==> config.mk <==
export PLATFORM = sky130hd
export DESIGN_NAME = pmbus_target_decode
export DESIGN_NICKNAME = d
export VERILOG_FILES = /design/src/rtl/pmbus_target_decode.sv
export SDC_FILE = /design/constraint.sdc
export NUM_CORES = 1
export LEC_CHECK = 0
export ABC_AREA = 1
export BUFFER_PORTS_ARGS = -buffer_cell sky130_fd_sc_hd__buf_2
export CAP_MARGIN = 20
export CORE_MARGIN = 2
export CORE_UTILIZATION = 41
export DETAILED_ROUTE_END_ITERATION = 10
export PLACE_DENSITY_LB_ADDON = 0.08
export RECOVER_POWER = 50
export SLEW_MARGIN = 25
export SYNTH_ARGS = -nofsm -noshare
export SYNTH_HDL_FRONTEND = slang
export SYNTH_SLANG_ARGS = --single-unit
export TNS_END_PERCENT = 50
==> constraint.sdc <==
create_clock -name clk -period 1.5 [get_ports clk]
set_input_delay 0.3 -clock clk [delete_from_list [all_inputs] [get_ports clk]]
set_output_delay 0.3 -clock clk [all_outputs]
set_load 0.05 [all_outputs]
==> src/rtl/pmbus_target_decode.sv <==
module pmbus_target_decode #(
  parameter logic [6:0] GLOBAL_ALL   = 7'h5A,
  parameter logic [6:0] GLOBAL_PAGED = 7'h5B,
  parameter logic [6:0] CHAN_ADDR0   = 7'h30,
  parameter logic [6:0] CHAN_ADDR1   = 7'h31,
  parameter int         NCH          = 2,
  parameter logic [7:0] RAIL_OFF     = 8'h80
) (
  input  logic           clk,
  input  logic           rst_n,
  input  logic [3:0]     strap_lo,
  input  logic [2:0]     cfg_hi,
  input  logic           addr_vld,
  input  logic [6:0]     addr,
  input  logic           rd,
  input  logic           cmd_we,
  input  logic           cmd_rail,
  input  logic [7:0]     cmd_data,
  output logic           ack,
  output logic [NCH-1:0] ch_mask,
  output logic           is_wr,
  output logic           page_bad
);

  localparam logic [NCH-1:0] ALL_CH = {NCH{1'b1}};

  logic [6:0]     dev_addr;
  logic [7:0]     page;
  logic [7:0]     rail_q [NCH];
  logic [NCH-1:0] rail_hit;
  logic [NCH-1:0] pg_mask;
  logic [NCH-1:0] nx_mask;
  logic           nx_ack, nx_bad;
  logic           hit_all, hit_pgd, hit_c0, hit_c1, hit_dev;
  logic           cmd_ok;

  always_comb begin
    pg_mask = '0;
    if (page == 8'hFF) pg_mask = ALL_CH;
    else if (page < 8'(NCH)) pg_mask[page[0]] = 1'b1;
  end

  for (genvar i = 0; i < NCH; i++) begin : g_rail
    assign rail_hit[i] = !rail_q[i][7] && (rail_q[i][6:0] == addr);
  end

  assign hit_all = addr == GLOBAL_ALL;
  assign hit_pgd = addr == GLOBAL_PAGED;
  assign hit_c0  = addr == CHAN_ADDR0;
  assign hit_c1  = addr == CHAN_ADDR1;
  assign hit_dev = addr == dev_addr;
  assign cmd_ok  = cmd_we && ack && is_wr;

  always_comb begin
    nx_ack  = 1'b0;
    nx_mask = '0;
    nx_bad  = 1'b0;
    if (hit_all) begin
      nx_ack  = !rd;
      nx_mask = rd ? '0 : ALL_CH;
    end else if (hit_pgd) begin
      nx_ack  = !rd;
      nx_mask = rd ? '0 : pg_mask;
      nx_bad  = !rd && (pg_mask == '0);
    end else if (hit_c0) begin
      nx_ack  = 1'b1;
      nx_mask = NCH'(1);
    end else if (hit_c1) begin
      nx_ack  = 1'b1;
      nx_mask = NCH'(2);
    end else if (hit_dev) begin
      nx_ack  = 1'b1;
      nx_mask = pg_mask;
      nx_bad  = pg_mask == '0;
    end else if (|rail_hit) begin
      nx_ack  = !rd;
      nx_mask = rd ? '0 : rail_hit;
    end
  end

  always_ff @(posedge clk) begin
    if (!rst_n) begin
      ack      <= 1'b0;
      ch_mask  <= '0;
      is_wr    <= 1'b0;
      page_bad <= 1'b0;
      page     <= 8'h00;
      dev_addr <= {cfg_hi, strap_lo};
      for (int i = 0; i < NCH; i++) rail_q[i] <= RAIL_OFF;
    end else begin
      if (addr_vld) begin
        ack      <= nx_ack;
        ch_mask  <= nx_mask;
        is_wr    <= !rd;
        page_bad <= nx_bad;
      end
      if (cmd_ok && !cmd_rail) page <= cmd_data;
      if (cmd_ok && cmd_rail)
        for (int i = 0; i < NCH; i++)
          if (ch_mask[i]) rail_q[i] <= cmd_data;
    end
  end

  p_bcast_all_r1: assert property (@(posedge clk) disable iff (!rst_n)
    addr_vld && !rd && addr == GLOBAL_ALL |=> ack && ch_mask == ALL_CH && !page_bad);

  p_bcast_read_r7: assert property (@(posedge clk) disable iff (!rst_n)
    addr_vld && rd && (addr == GLOBAL_ALL || addr == GLOBAL_PAGED) |=> !ack && ch_mask == '0);

  p_chan_direct_r5: assert property (@(posedge clk) disable iff (!rst_n)
    addr_vld && addr == CHAN_ADDR0 |=> ack && ch_mask == NCH'(1));

  p_bad_empty_r3: assert property (@(posedge clk) disable iff (!rst_n)
    page_bad |-> ch_mask == '0 && ack);

  p_hold_r10: assert property (@(posedge clk) disable iff (!rst_n)
    !addr_vld |=> $stable(ack) && $stable(ch_mask) && $stable(page_bad));

  p_nack_frozen_r9: assert property (@(posedge clk) disable iff (!rst_n)
    !ack |=> $stable(page));

  p_nack_empty_r9: assert property (@(posedge clk) disable iff (!rst_n)
    !ack |-> ch_mask == '0);

endmodule

* Yosys cells after proc, flatten, opt, wreduce, memory -nomap -nowiden *
Memories as Yosys holds them, arrays and structs flattened.
Index checks and enable logic that the tools add are counted.

operators by class
  reductions and logical operators = 14
  eq/ne operators = 8
  mux-type cells = 35
  bitwise gates (word level) = 2
  $lt $le $gt $ge = 3

operators by type and width
  operator              count
  $mux W2               11
  $eq A7 B7 Y1          3
  $mux W1               21
  $mux W8               2
  $eq A7 B6 Y1 const B  2
  $eq A7 B7 Y1 const B  2
  $eq A8 B8 Y1 const B  1
  $logic_and A1 B1 Y1   8
  $lt A8 B2 Y1 const B  1
  $logic_not A1 Y1      4
  $logic_not A2 Y1      1
  $lt A1 B2 Y1 const B  1
  $or A1 B1 Y1          2
  $reduce_or A2 Y1      1
  $demux W1 S1          1
  $ge A1 B1 Y1 const B  1

word-level totals
  bits of input ports = 28
  output and inout bits = 5
  memories = 1
  flip-flop bits (word level) = 20
  bits in writable memories = 16

memories
  name    words  width  rd ports  clocked after Yosys merged registers in  write ports  line  text
  rail_q  2      8      2         0                                        2            29    logic [7:0] rail_q [NCH];

* Depth between registers and ports, before layout *
  depth after elaboration = 12
  mapped depth = 13
  gate-level depth less buffers = 12

* Least setup slack after synthesis *
No wires, ideal clock.

  path type = reg2reg
  start = register ack
  end = memory rail_q[1][7], in the netlist rail_q[0][15] (data pin)
  setup time = 0.265 ns
  setup slack = -0.254 ns
  data required time = 1.235 ns
  arrival time = 1.489 ns
  stages on the path, launching flop included = 7
  cells stage by stage = dfxtp_1 nand3_1 inv_1 nand3_1 a21oi_1 inv_1 or2_2

RTL lines
  what                    line  text
  from (decl)             19    output logic ack,
  from (signal assigned)  92    ack <= nx_ack;
  to (decl)               29

==> flow_metrics.tcl <==
set metrics [dict create \
    grt_pass1_vias 1498 \
    drive_gt1_frac 0.223 \
    instances_no_fill 343 \
    antenna-diode-count 0 \
    grt.overflow.total 0 \
    hold_violations 0 \
    dp_hpwl_um 3290 \
    p_leak_nw 1.07 \
    synth_top_area_frac 0.363 \
    gp_congestion 0.824 \
    coreArea_mm2 0.00441 \
    portBuffers 32 \
    dr.pass1.iters 4 \
    slew_headroom 0.680 \
    timing.fmax_ghz 0.722 \
    min_period_ns 1.38 \
    vias 1670 \
    reg2reg_depth 6 \
    period_share 0.923 \
    drtIter0Drc 149 \
    cts_buffer_depth 2 \
    fillCellCount 442 \
    yosys.area.top_type "edfxtp_1" \
    synth_edf_count 23 \
    die-area_mm2 0.00520 \
    synth.top_cells.by_count "75 x nand2_1, 40 x inv_1, 26 x nor2_1, 23 x edfxtp_1, 15 x o21ai_0" \
    ios 33 \
    async_flop_share 0 \
    synth-warning-count 0 \
    clk_pin_slew_ns 0.08 \
    layout.nets 318 \
    clock_skew_ns 0.00571 \
    syn-num-nets 278 \
    grt_antenna_before_repair 0 \
    syn_avg_cell_area_um2 7.61 \
    die_w_um 72.1 \
    worst_slew_pin_slew_ns 0.479 \
    synth_most_common_cell "nand2_1" \
    start_util 0.431 \
    num_rows 24 \
    synth-seq-cells 36 \
    worstSetupPathType "flip-flop to flip-flop" \
    maxSlewViolCount 0 \
    clkSinkCount 36 \
    status "completed" \
    setup_violations 0 \
    dp_cells 335 \
    grt_pass1_wl_um 7070 \
    grt_max_degree 17 \
    max-cap-violations 0 \
    track_usage 0.177 \
    cp-start-kind "flip-flop" \
    crit_path_max_fanout 3 \
    rsz0062_at_grt "true" \
    numCtsBuffers 5 \
    place_ws_ns -0.0158 \
    layout_setup_ws_ns 0.116 \
    synth.top_cells.by_area "edfxtp_1 36%, nand2_1 15%, dfxtp_1 14%" \
    ir_drop_mv 0.500 \
    avgRoutedWirePerCell_um 12.5 \
    drt_drc_violations_left 0 \
    via_per_inst 4.87 \
    arrival_ns 1.43 \
    syn_inst 250 \
    min_path_cells 1 \
    synth.distinct_cells 26 \
    syn_area_mm2 0.00190 \
    powerDensity_mw_per_mm2 915 \
    routed_wl_um 4270 \
    clk_latency_ns 0.29 \
    cp-end-kind "flip-flop" \
    power_mw 2.05 \
    root_buffer "clkbuf_8" \
    h-tree-depth 2 \
    area_delta_synth_final_pct 17.8 \
    yosysSeqAreaShare 0.500 \
    chipHeight_um 72.1 \
    cp.required_ns 1.54 \
    cts_tree "done" \
    ant_nets 0 \
    synth_ff_type "edfxtp_1" \
    hold_class "input pin to flip-flop" \
]
[worst paths after layout]
| check | endpoint | from | slack, ns |
|---|---|---|---|
| hold reg to reg | page_bad$_SDFFE_PN0P_ | page_bad$_SDFFE_PN0P_ | 0.47 |
| setup / recovery | rail_q[0][7]$_DFFE_PP_ | ack$_SDFFE_PN0P_ | 0.12 |
| setup reg to reg | rail_q[0][7]$_DFFE_PP_ | ack$_SDFFE_PN0P_ | 0.12 |
| hold / removal | dev_addr[2]$_DFFE_PN_ | strap_lo[2] | 0.18 |
[stage by stage]
stage	utilization	TNS [ns]	area (um^2)	hold WS, ns
4_1_cts	0.506	0	2230	0.171
5_1_grt	0.507	-0.00794	2240	0.170
2_1_floorplan	-	0	1910	0.384
6_report	0.507	0	2240	0.177
3_3_place_gp	0.486	-0.00546	2140	0.449
3_5_place_dp	0.486	-0.0158	2140	0.453
[where the power goes]
part	leakage [nW]	switching (mW)	total (mW)	internal, mW
clock	0.0414	0.381	0.712	0.331
sequential	0.336	0.0200	1.11	1.09
combinational	0.689	0.150	0.231	0.0809
[critical path, stage by stage (launching register included)]
cell,delay (ns)
dfxtp_4,0.35
nand3_1,0.10
inv_1,0.09
nand3_1,0.10
a21oi_2,0.16
inv_1,0.06
or2_2,0.28
[flip-flops by register name (all words and copies together) (netlist names)]
register  count
ch_mask       2
rail_q       16
is_wr         1
ack           1
dev_addr      7
page          8
page_bad      1
[cell type report]
cell class	count	area [um^2]	area share
inverter	45	169	0.0754
multi-input combinational	164	761	0.340
clock buffer	6	72.6	0.0324
tap	52	65.1	0.0291
sequential	36	961	0.429
timing repair buffer	38	195	0.0872
clock inverter	2	16.3	0.00726
[kinds of logic (layout without fill, tap and decap cells)]
kind of cell              Yosys count  after routing  synth area share
AOI/OAI and AO/OA                  32             32            0.0914
xor gates and xnor gates            4              4            0.0184
buffers and inverters              50             91             0.109
DFF                                36             36             0.500
and+or+nand+nor                   128            128             0.282
[placed cells by master, fill, tap and decap left out, types with 3 or more instances in the layout]
cell	n
nor2_2	4
nand2_1	75
nor2_1	23
nand3_1	10
inv_1	39
nand4_1	5
nor3_1	4
buf_2	26
edfxtp_1	23
a21oi_2	3
clkbuf_2	7
o21ai_0	15
buf_4	3
inv_2	6
clkbuf_1	3
a21oi_1	11
dfxtp_1	9
clkbuf_8	5
[per-layer routing]
metal,track usage,part of all wire,vias up
met5,0,0,-
met4,0.0566,0.011,0
met3,0.0514,0.072,7
met2,0.276,0.46,53
met1,0.238,0.46,741
li1,-,-,869
[what timing repair did]
action,CTS,global route
setup buffers,0,0
resized for setup,0,6
endpoints found under the setup margin,0,5
hold buffers,0,0
Power figures use the tool's default switching activity.
